[src/rtl/ddl_pkg.sv]
package ddl_pkg;
  localparam int unsigned MAX_FACTOR = 16;
  localparam int unsigned PTR_W      = $clog2(MAX_FACTOR);
  localparam int unsigned FAC_W      = PTR_W + 1;

  typedef logic [3:0]       code_t;
  typedef logic [PTR_W-1:0] ptr_t;
  typedef logic [FAC_W-1:0] fac_t;

  function automatic fac_t factor_of(code_t c);
    return fac_t'(c) + fac_t'(1);
  endfunction
endpackage

[src/rtl/ddl_phase.sv]
module ddl_phase
  import ddl_pkg::*;
(
  input  logic clk,
  input  logic rst_n,
  input  logic adv,
  input  fac_t factor,
  output ptr_t phase,
  output ptr_t wptr,
  output logic last
);
  assign last = (fac_t'(phase) == factor - fac_t'(1));

  always_ff @(posedge clk) begin
    if (!rst_n) begin
      phase <= '0;
      wptr  <= '0;
    end else if (adv) begin
      wptr  <= wptr + ptr_t'(1);
      phase <= last ? '0 : phase + ptr_t'(1);
    end
  end
endmodule

[src/rtl/ddl_delay_stage.sv]
module ddl_delay_stage
  import ddl_pkg::*;
#(
  parameter int unsigned DW = 10
) (
  input  logic          clk,
  input  logic          rst_n,
  input  logic          adv,
  input  ptr_t          wptr,
  input  ptr_t          rptr,
  input  logic [DW-1:0] din,
  output logic [DW-1:0] dout
);
  logic [DW-1:0] ring [MAX_FACTOR];

  assign dout = ring[rptr];

  always_ff @(posedge clk) begin
    if (!rst_n) begin
      for (int i = 0; i < int'(MAX_FACTOR); i++) ring[i] <= '0;
    end else if (adv) begin
      ring[wptr] <= din;
    end
  end
endmodule

[src/rtl/ddl_block_reverse.sv]
module ddl_block_reverse
  import ddl_pkg::*;
#(
  parameter int unsigned DW = 10
) (
  input  logic          clk,
  input  logic          rst_n,
  input  logic          adv,
  input  ptr_t          phase,
  input  logic          last,
  input  fac_t          factor,
  input  logic [DW-1:0] din,
  output logic [DW-1:0] dout
);
  logic [DW-1:0] bank0 [MAX_FACTOR];
  logic [DW-1:0] bank1 [MAX_FACTOR];
  logic          wsel;
  fac_t          mirror;
  ptr_t          ridx;

  assign mirror = factor - fac_t'(1) - fac_t'(phase);
  assign ridx   = mirror[PTR_W-1:0];
  assign dout   = wsel ? bank0[ridx] : bank1[ridx];

  always_ff @(posedge clk) begin
    if (!rst_n) begin
      wsel <= 1'b0;
      for (int i = 0; i < int'(MAX_FACTOR); i++) begin
        bank0[i] <= '0;
        bank1[i] <= '0;
      end
    end else if (adv) begin
      if (wsel) bank1[phase] <= din;
      else      bank0[phase] <= din;
      if (last) wsel <= ~wsel;
    end
  end
endmodule

[src/rtl/decim_delay_line.sv]
module decim_delay_line
  import ddl_pkg::*;
#(
  parameter int unsigned DW   = 10,
  parameter int unsigned NTAP = 4
) (
  input  logic               clk,
  input  logic               rst_n,
  input  logic [3:0]         code,
  input  logic               rev_en,
  input  logic               in_valid,
  output logic               in_ready,
  input  logic [DW-1:0]      in_data,
  output logic               out_valid,
  input  logic               out_ready,
  output logic [NTAP*DW-1:0] fwd_taps,
  output logic [NTAP*DW-1:0] rev_taps
);
  localparam int unsigned NSTAGE = NTAP - 1;

  fac_t          factor;
  fac_t          back;
  ptr_t          phase, wptr, rptr;
  logic          last, adv;
  logic [DW-1:0] rev_src, rev_in;
  logic [DW-1:0] fchain [NTAP];
  logic [DW-1:0] rchain [NTAP];
  logic [NTAP*DW-1:0] fwd_next, rev_next;

  assign factor   = factor_of(code);
  assign in_ready = !out_valid || out_ready;
  assign adv      = in_valid && in_ready;
  assign back     = fac_t'(wptr) + fac_t'(MAX_FACTOR) - factor;
  assign rptr     = back[PTR_W-1:0];

  ddl_phase u_phase (
    .clk(clk), .rst_n(rst_n), .adv(adv), .factor(factor),
    .phase(phase), .wptr(wptr), .last(last)
  );

  ddl_block_reverse #(.DW(DW)) u_rev (
    .clk(clk), .rst_n(rst_n), .adv(adv), .phase(phase), .last(last),
    .factor(factor), .din(in_data), .dout(rev_src)
  );

  assign rev_in    = rev_en ? rev_src : in_data;
  assign fchain[0] = in_data;
  assign rchain[0] = rev_in;

  for (genvar s = 1; s <= NSTAGE; s++) begin : g_stage
    ddl_delay_stage #(.DW(DW)) u_fwd (
      .clk(clk), .rst_n(rst_n), .adv(adv), .wptr(wptr), .rptr(rptr),
      .din(fchain[s-1]), .dout(fchain[s])
    );
    ddl_delay_stage #(.DW(DW)) u_bwd (
      .clk(clk), .rst_n(rst_n), .adv(adv), .wptr(wptr), .rptr(rptr),
      .din(rchain[s-1]), .dout(rchain[s])
    );
  end

  for (genvar t = 0; t < NTAP; t++) begin : g_pack
    assign fwd_next[t*DW +: DW] = fchain[t];
    assign rev_next[t*DW +: DW] = rchain[t];
  end

  always_ff @(posedge clk) begin
    if (!rst_n) begin
      out_valid <= 1'b0;
      fwd_taps  <= '0;
      rev_taps  <= '0;
    end else if (adv && last) begin
      out_valid <= 1'b1;
      fwd_taps  <= fwd_next;
      rev_taps  <= rev_next;
    end else if (out_ready) begin
      out_valid <= 1'b0;
    end
  end
endmodule

[config.mk]
export PLATFORM = sky130hd
export DESIGN_NAME = decim_delay_line
export DESIGN_NICKNAME = d
export VERILOG_FILES = /design/src/rtl/ddl_pkg.sv /design/src/rtl/ddl_phase.sv /design/src/rtl/ddl_delay_stage.sv /design/src/rtl/ddl_block_reverse.sv /design/src/rtl/decim_delay_line.sv
export SDC_FILE = /design/constraint.sdc
export NUM_CORES = 2
export LEC_CHECK = 0
export BUFFER_PORTS_ARGS = -buffer_cell sky130_fd_sc_hd__buf_2
export CAP_MARGIN = 40
export CORE_ASPECT_RATIO = 0.75
export CORE_UTILIZATION = 40
export CTS_BUF_LIST = sky130_fd_sc_hd__clkbuf_16
export CTS_CLUSTER_DIAMETER = 200
export DETAILED_ROUTE_END_ITERATION = 7
export GPL_TIMING_DRIVEN = 0
export PLACE_DENSITY = 0.57
export SLEW_MARGIN = 0
export SYNTH_ARGS = -nofsm -noshare
export SYNTH_HDL_FRONTEND = slang
export SYNTH_SLANG_ARGS = --single-unit
[constraint.sdc]
create_clock -name clk -period 9.5 [get_ports clk]
set_clock_uncertainty 0.2 [all_clocks]
set_input_delay 0.475 -clock clk [delete_from_list [all_inputs] [get_ports clk]]
set_output_delay 0.475 -clock clk [all_outputs]
set_load 0.01 [all_outputs]
-- Word-level counts from Yosys, hierarchy flattened
Memory sizes are Yosys's and may differ from the RTL's. A register that Yosys moved wholly into a read port is not among the register bits.
Cells that the tools add are included.
- reduce and logical (&&, ||, !) cells: 16
- equal/unequal tests: 1
- bitwise operators: 1
- add/sub/neg operators: 7
- multiplexer cells: 41
- operator list (kind ; count):
    2-to-1 mux 10 bit ; 10
    OR reduction 10 bit ; 8
    2-to-1 mux 4 bit ; 9
    2-to-1 mux 1 bit ; 22
    adder 4 x 1 -> 4 bit, second input constant ; 3
    subtractor 4 bit ; 2
    adder 4 x 1 -> 5 bit, second input constant ; 1
    == test 4 x 5 -> 1 bit ; 1
    subtractor 5 x 1 -> 5 bit, second input constant ; 1
    logical NOT 1 bit ; 3
    logical AND 1 bit ; 2
    AND reduction 2 bit ; 1
    nonzero test 2 bit ; 1
    logical OR 1 bit ; 1
    NOT 1 bit ; 1
- bits of input ports: 19
- bits in writable memories: 1280
- memories kept: 8
- register bits after elaboration: 90
- word-level logic and storage cells: 80
- memories (name ; words ; width ; rd ports ; clocked after Yosys merged registers in ; write ports ; line ; source):
    g_stage[1].u_bwd.ring ; 16 ; 10 ; 1 ; 0 ; 16 ; ddl_delay_stage.sv:14 ; logic [DW-1:0] ring [MAX_FACTOR];
    g_stage[1].u_fwd.ring ; 16 ; 10 ; 1 ; 0 ; 16 ; ddl_delay_stage.sv:14 ;
    g_stage[2].u_bwd.ring ; 16 ; 10 ; 1 ; 0 ; 16 ; ddl_delay_stage.sv:14 ;
    g_stage[2].u_fwd.ring ; 16 ; 10 ; 1 ; 0 ; 16 ; ddl_delay_stage.sv:14 ;
    g_stage[3].u_bwd.ring ; 16 ; 10 ; 1 ; 1 ; 16 ; ddl_delay_stage.sv:14 ;
    g_stage[3].u_fwd.ring ; 16 ; 10 ; 1 ; 1 ; 16 ; ddl_delay_stage.sv:14 ;
    2 more memories ; - ; - ; - ; - ; - ; - ;

-- Depth between registers and ports, before layout
- depth in word-level cells: 8
- mapped depth: 15
- gate-level depth less buffers: 11

-- Modules after synthesis
Synthesis repeated with hierarchy kept, for this count alone.
- cells, all modules: 4462
- area, all modules: 63618.5 µm²
- by module, submodules not included (module ; instances ; cells an instance ; area an instance (µm²)):
    ddl_delay_stage ; 6 ; 461 ; 7313.3
    ddl_block_reverse ; 1 ; 1241 ; 15551.2
    decim_delay_line ; 1 ; 403 ; 3703.6
    ddl_phase ; 1 ; 52 ; 484.2

-- Worst setup path after synthesis
Ideal clock, no wire load.
- path kind: input -> register
- start point: in code[0]
- end point: mem g_stage[1].u_bwd.ring[0][5] (data pin)
- data arrival time: 3.372 ns
- setup slack: 5.662 ns
- stages: 12
- cell sequence: ha_1 > xor2_1 > fa_1 > clkbuf_1 > buf_2 > clkbuf_1 > mux4_2 > a221oi_1 > o21ai_0 > o22ai_2 > buf_4 > nor2_1
- RTL lines (item ; line ; source):
    start: declaration ; decim_delay_line.sv:9 ; input logic [3:0] code,
    end: declaration ; ddl_delay_stage.sv:14 ;

==> results.py <==
metrics = {
    "outcome": {
        "status": "finished, final reports clean",
    },
    "setup_path": {
        "r2r_start": "u_phase.wptr[0]",
        "crit_start": "u_phase.wptr[0]",
        "critical_path_class": "flip-flop to flip-flop",
        "r2r_slack_ns": 3.80,
        "cp-start-kind": "flip-flop",
        "cp_cell_sequence": "inv_1 > ha_1 > inv_1 > fa_1 > clkbuf_1 > clkbuf_1 > clkbuf_1 > mux4_2 > nand2_1 > nand3_1 > o21ai_1 > buf_2 > nor2_1",
        "cp_slowest_stage_delay_ns": 0.70,
        "cp_common_cell": "clkbuf_1",
        "path_max_fanout": 10,
        "arrival_ns": 6.00,
        "critPathRequiredTime_ns": 9.80,
        "slowest_stage": "clkbuf_1",
        "end_kind": "flip-flop",
    },
    "layout": {
        "instances_no_fill": 6645,
        "num-fill-cells": 13100,
        "layout-drive-gt1-share_pct": 18.1,
        "fin_nets": 4584,
        "syn_to_final_growth_pct": 14.5,
    },
    "sta": {
        "slew-limit-headroom_pct": 34.6,
        "rsz0062_at_grt": "no",
        "finalCritPeriodShare_pct": 60.0,
        "worst_pin_slew_ns": 0.981,
        "drv_slew": 0,
        "fmax_ghz": 0.175,
        "fin_crit_ns": 5.70,
        "setup_viol": 0,
        "finalHoldViolCount": 0,
        "final.setup.tns_ns": 0,
        "timing.hold.ws_ns": 0.150,
    },
    "global_route": {
        "antenna_found_initial": 10,
        "grt_pass1_vias": 36700,
        "track_usage_pct": 26.3,
        "grt.overflow.total": 0,
        "grt_max_degree": 52,
        "grt_pass1_wl_um": 278000,
    },
    "floorplanning": {
        "coreArea_um2": 148000,
        "start_util_pct": 40.4,
        "ios": 101,
        "die_w_um": 448,
        "dieArea_um2": 150000,
        "rows": 122,
        "die_y_um": 336,
    },
    "clocking": {
        "clock_latency_ns": 0.79,
        "h-tree-depth": 4,
        "clock-root-buffer": "clkbuf_16",
        "post_cts_buffers": 0,
        "cts.clk_slew.worst_paths_ns": 0.07,
        "clockBufferDepth": 3,
        "cts_buffers": 142,
        "numClockSinks": 1370,
        "cts_tree": "done",
    },
    "worst_hold_path": {
        "hold_class": "input pin to flip-flop",
        "hp-start": "rst_n",
    },
    "routing": {
        "viasPerCell": 5.87,
        "drt-initial-drc-count": 6698,
        "vias": 39000,
        "drt_wl_total_um": 198000,
        "drcViolationCount": 0,
        "post_drt_wl_per_cell_um": 29.8,
        "ant_nets": 0,
        "dr.pass1.iters": 6,
    },
    "logic_synthesis": {
        "synth_cells": 4219,
        "synth_edf_count": 1280,
        "synth_nets": 4256,
        "ys_ff_latch": 1370,
        "synth_area_um2": 59600,
        "yosys_warnings": 0,
        "synth-async-reset-ratio_pct": 0,
        "synthFlopType": "edfxtp_1",
        "synth-seq-area-share_pct": 67.6,
        "ys_types": 54,
        "syn_avg_cell_area_um2": 14.1,
    },
    "pwr": {
        "vdd_drop_max_uv": 152,
        "p_per_area_nw_per_um2": 233,
        "p_leak_nw": 25.7,
    },
    "placement": {
        "gp_congestion": 0.952,
        "dp_cells": 6380,
        "port_buffers": 99,
        "dpl.hpwl_um": 140000,
    },
    "flow_run": {
        "cap_violations": 0,
    },
}
routing by layer:
layer	up-vias	GRT usage [%]	wire, um	part of all wire [%]
li1	16100	-	-	-
met1	20000	41.0	85500	43
met2	2488	34.3	78900	40
met3	314	8.58	28300	14
met4	0	7.64	5560	2.8
met5	-	0	0	0
repair_timing:
item / in CTS / in global routing
resized for setup: 0 / 0
hold endpoints to repair: 6 / 0
hold buffers: 4 / 0
report_power, final:
group	switching (mW)	internal, mW
sequential	0.0721	6.83
combinational	2.45	1.02
clock	2.41	3.10
total	4.94	10.9
placed cells by master (no fill, tap or decap), types with 8 or more instances in the layout:
master,count
ha_1,16
mux2i_1,25
nand2_1,389
a22o_1,14
clkinv_1,34
buf_16,10
buf_4,41
o21ai_0,24
nand2_4,16
o2bb2ai_1,70
buf_2,203
edfxtp_1,1280
buf_8,9
nor2_1,873
nor2b_1,14
a22oi_1,17
and2_1,120
clkbuf_1,275
buf_12,8
o21ai_1,38
buf_6,23
nand3_1,77
clkbuf_16,149
buf_1,19
clkinv_2,21
and3_1,325
bufinv_16,10
xnor2_1,10
mux4_2,314
nor3_1,8
dfxtp_1,90
inv_1,42
final timing paths:
| path | endpoint | cells after the start |
|---|---|---|
| max | g_stage[3].u_bwd.ring[5][5] | 13 |
| min | u_phase.wptr[3] | 3 |
| max reg2reg | g_stage[3].u_bwd.ring[5][5] | 13 |
| min reg2reg | rev_taps[32] | 1 |
synth_stat cells (all sizes together), types with 6 or more instances:
library cell / instances / area (um^2)
edfxtp: 1280 / 38400
nor2: 874 / 3280
nand2: 405 / 1520
and3: 325 / 2030
mux4: 314 / 7070
clkbuf: 277 / 1040
buf: 133 / 699
and2: 120 / 751
dfxtp: 90 / 1800
nand3: 77 / 385
o2bb2ai: 70 / 613
o21ai: 66 / 338
mux2i: 25 / 250
a22oi: 17 / 128
ha: 16 / 200
a22o: 14 / 123
nor2b: 14 / 87.6
inv: 11 / 41.3
xnor2: 11 / 104
nor3: 10 / 50.1
a21oi: 7 / 38.8
xor2: 7 / 68.8
nand2b: 6 / 37.5
nand4: 6 / 37.5
registers in the layout, indices dropped and copies added, names as in the netlist:
register,cells
u_phase.wptr,4
fwd_taps,40
u_rev.bank1,160
u_phase.phase,4
u_rev.bank0,160
rev_taps,40
g_stage.u_fwd.ring,480
u_rev.wsel,1
out_valid,1
g_stage.u_bwd.ring,480
cell type report:
cell class | instances | area, um^2 | area share [%]
Sequential cell | 1370 | 40200 | 59.0
Multi-Input combinational cell | 2425 | 17700 | 25.9
Clock buffer | 149 | 3730 | 5.46
Tap cell | 1984 | 2480 | 3.64
Buffer | 410 | 1740 | 2.55
Timing Repair Buffer | 184 | 1570 | 2.29
Clock inverter | 105 | 742 | 1.09
Inverter | 14 | 52.6 | 0.0770
Antenna cell | 4 | 10.0 | 0.0147
logic make-up after synthesis:
| logic type | share of synthesized area [%] |
|---|---|
| AO/OA/AOI/OAI | 2.60 |
| XOR/XNOR | 0.330 |
| adder cells (fa/ha/maj) | 0.403 |
| buffers and inverters | 3.01 |
| flip-flops | 67.6 |
| multiplexers | 12.3 |
| AND/OR/NAND/NOR | 13.8 |
critical path: cells and delay by family, from the launching register on:
family	cells	cell delay, ns
multiplexers	1	0.42
adder cells (fa/ha/maj)	2	0.76
flip-flops	1	0.34
buffers and inverters	6	2.56
AO/OA/AOI/OAI	1	0.56
AND/OR/NAND/NOR	3	0.55
metrics by stage:
step	area (um^2)	utilization, %	total power, mW	worst slack (ns)
after global routing	68200	46.2	16.3	3.59
after detailed placement	63700	43.1	10.4	3.57
after CTS	68200	46.2	15.8	3.89
after global placement	62500	42.4	10.2	3.25
final	68200	46.2	15.9	3.80
after floorplan	59600	-	8.77	5.66
Note: power is estimated with default switching activity, not from simulation.
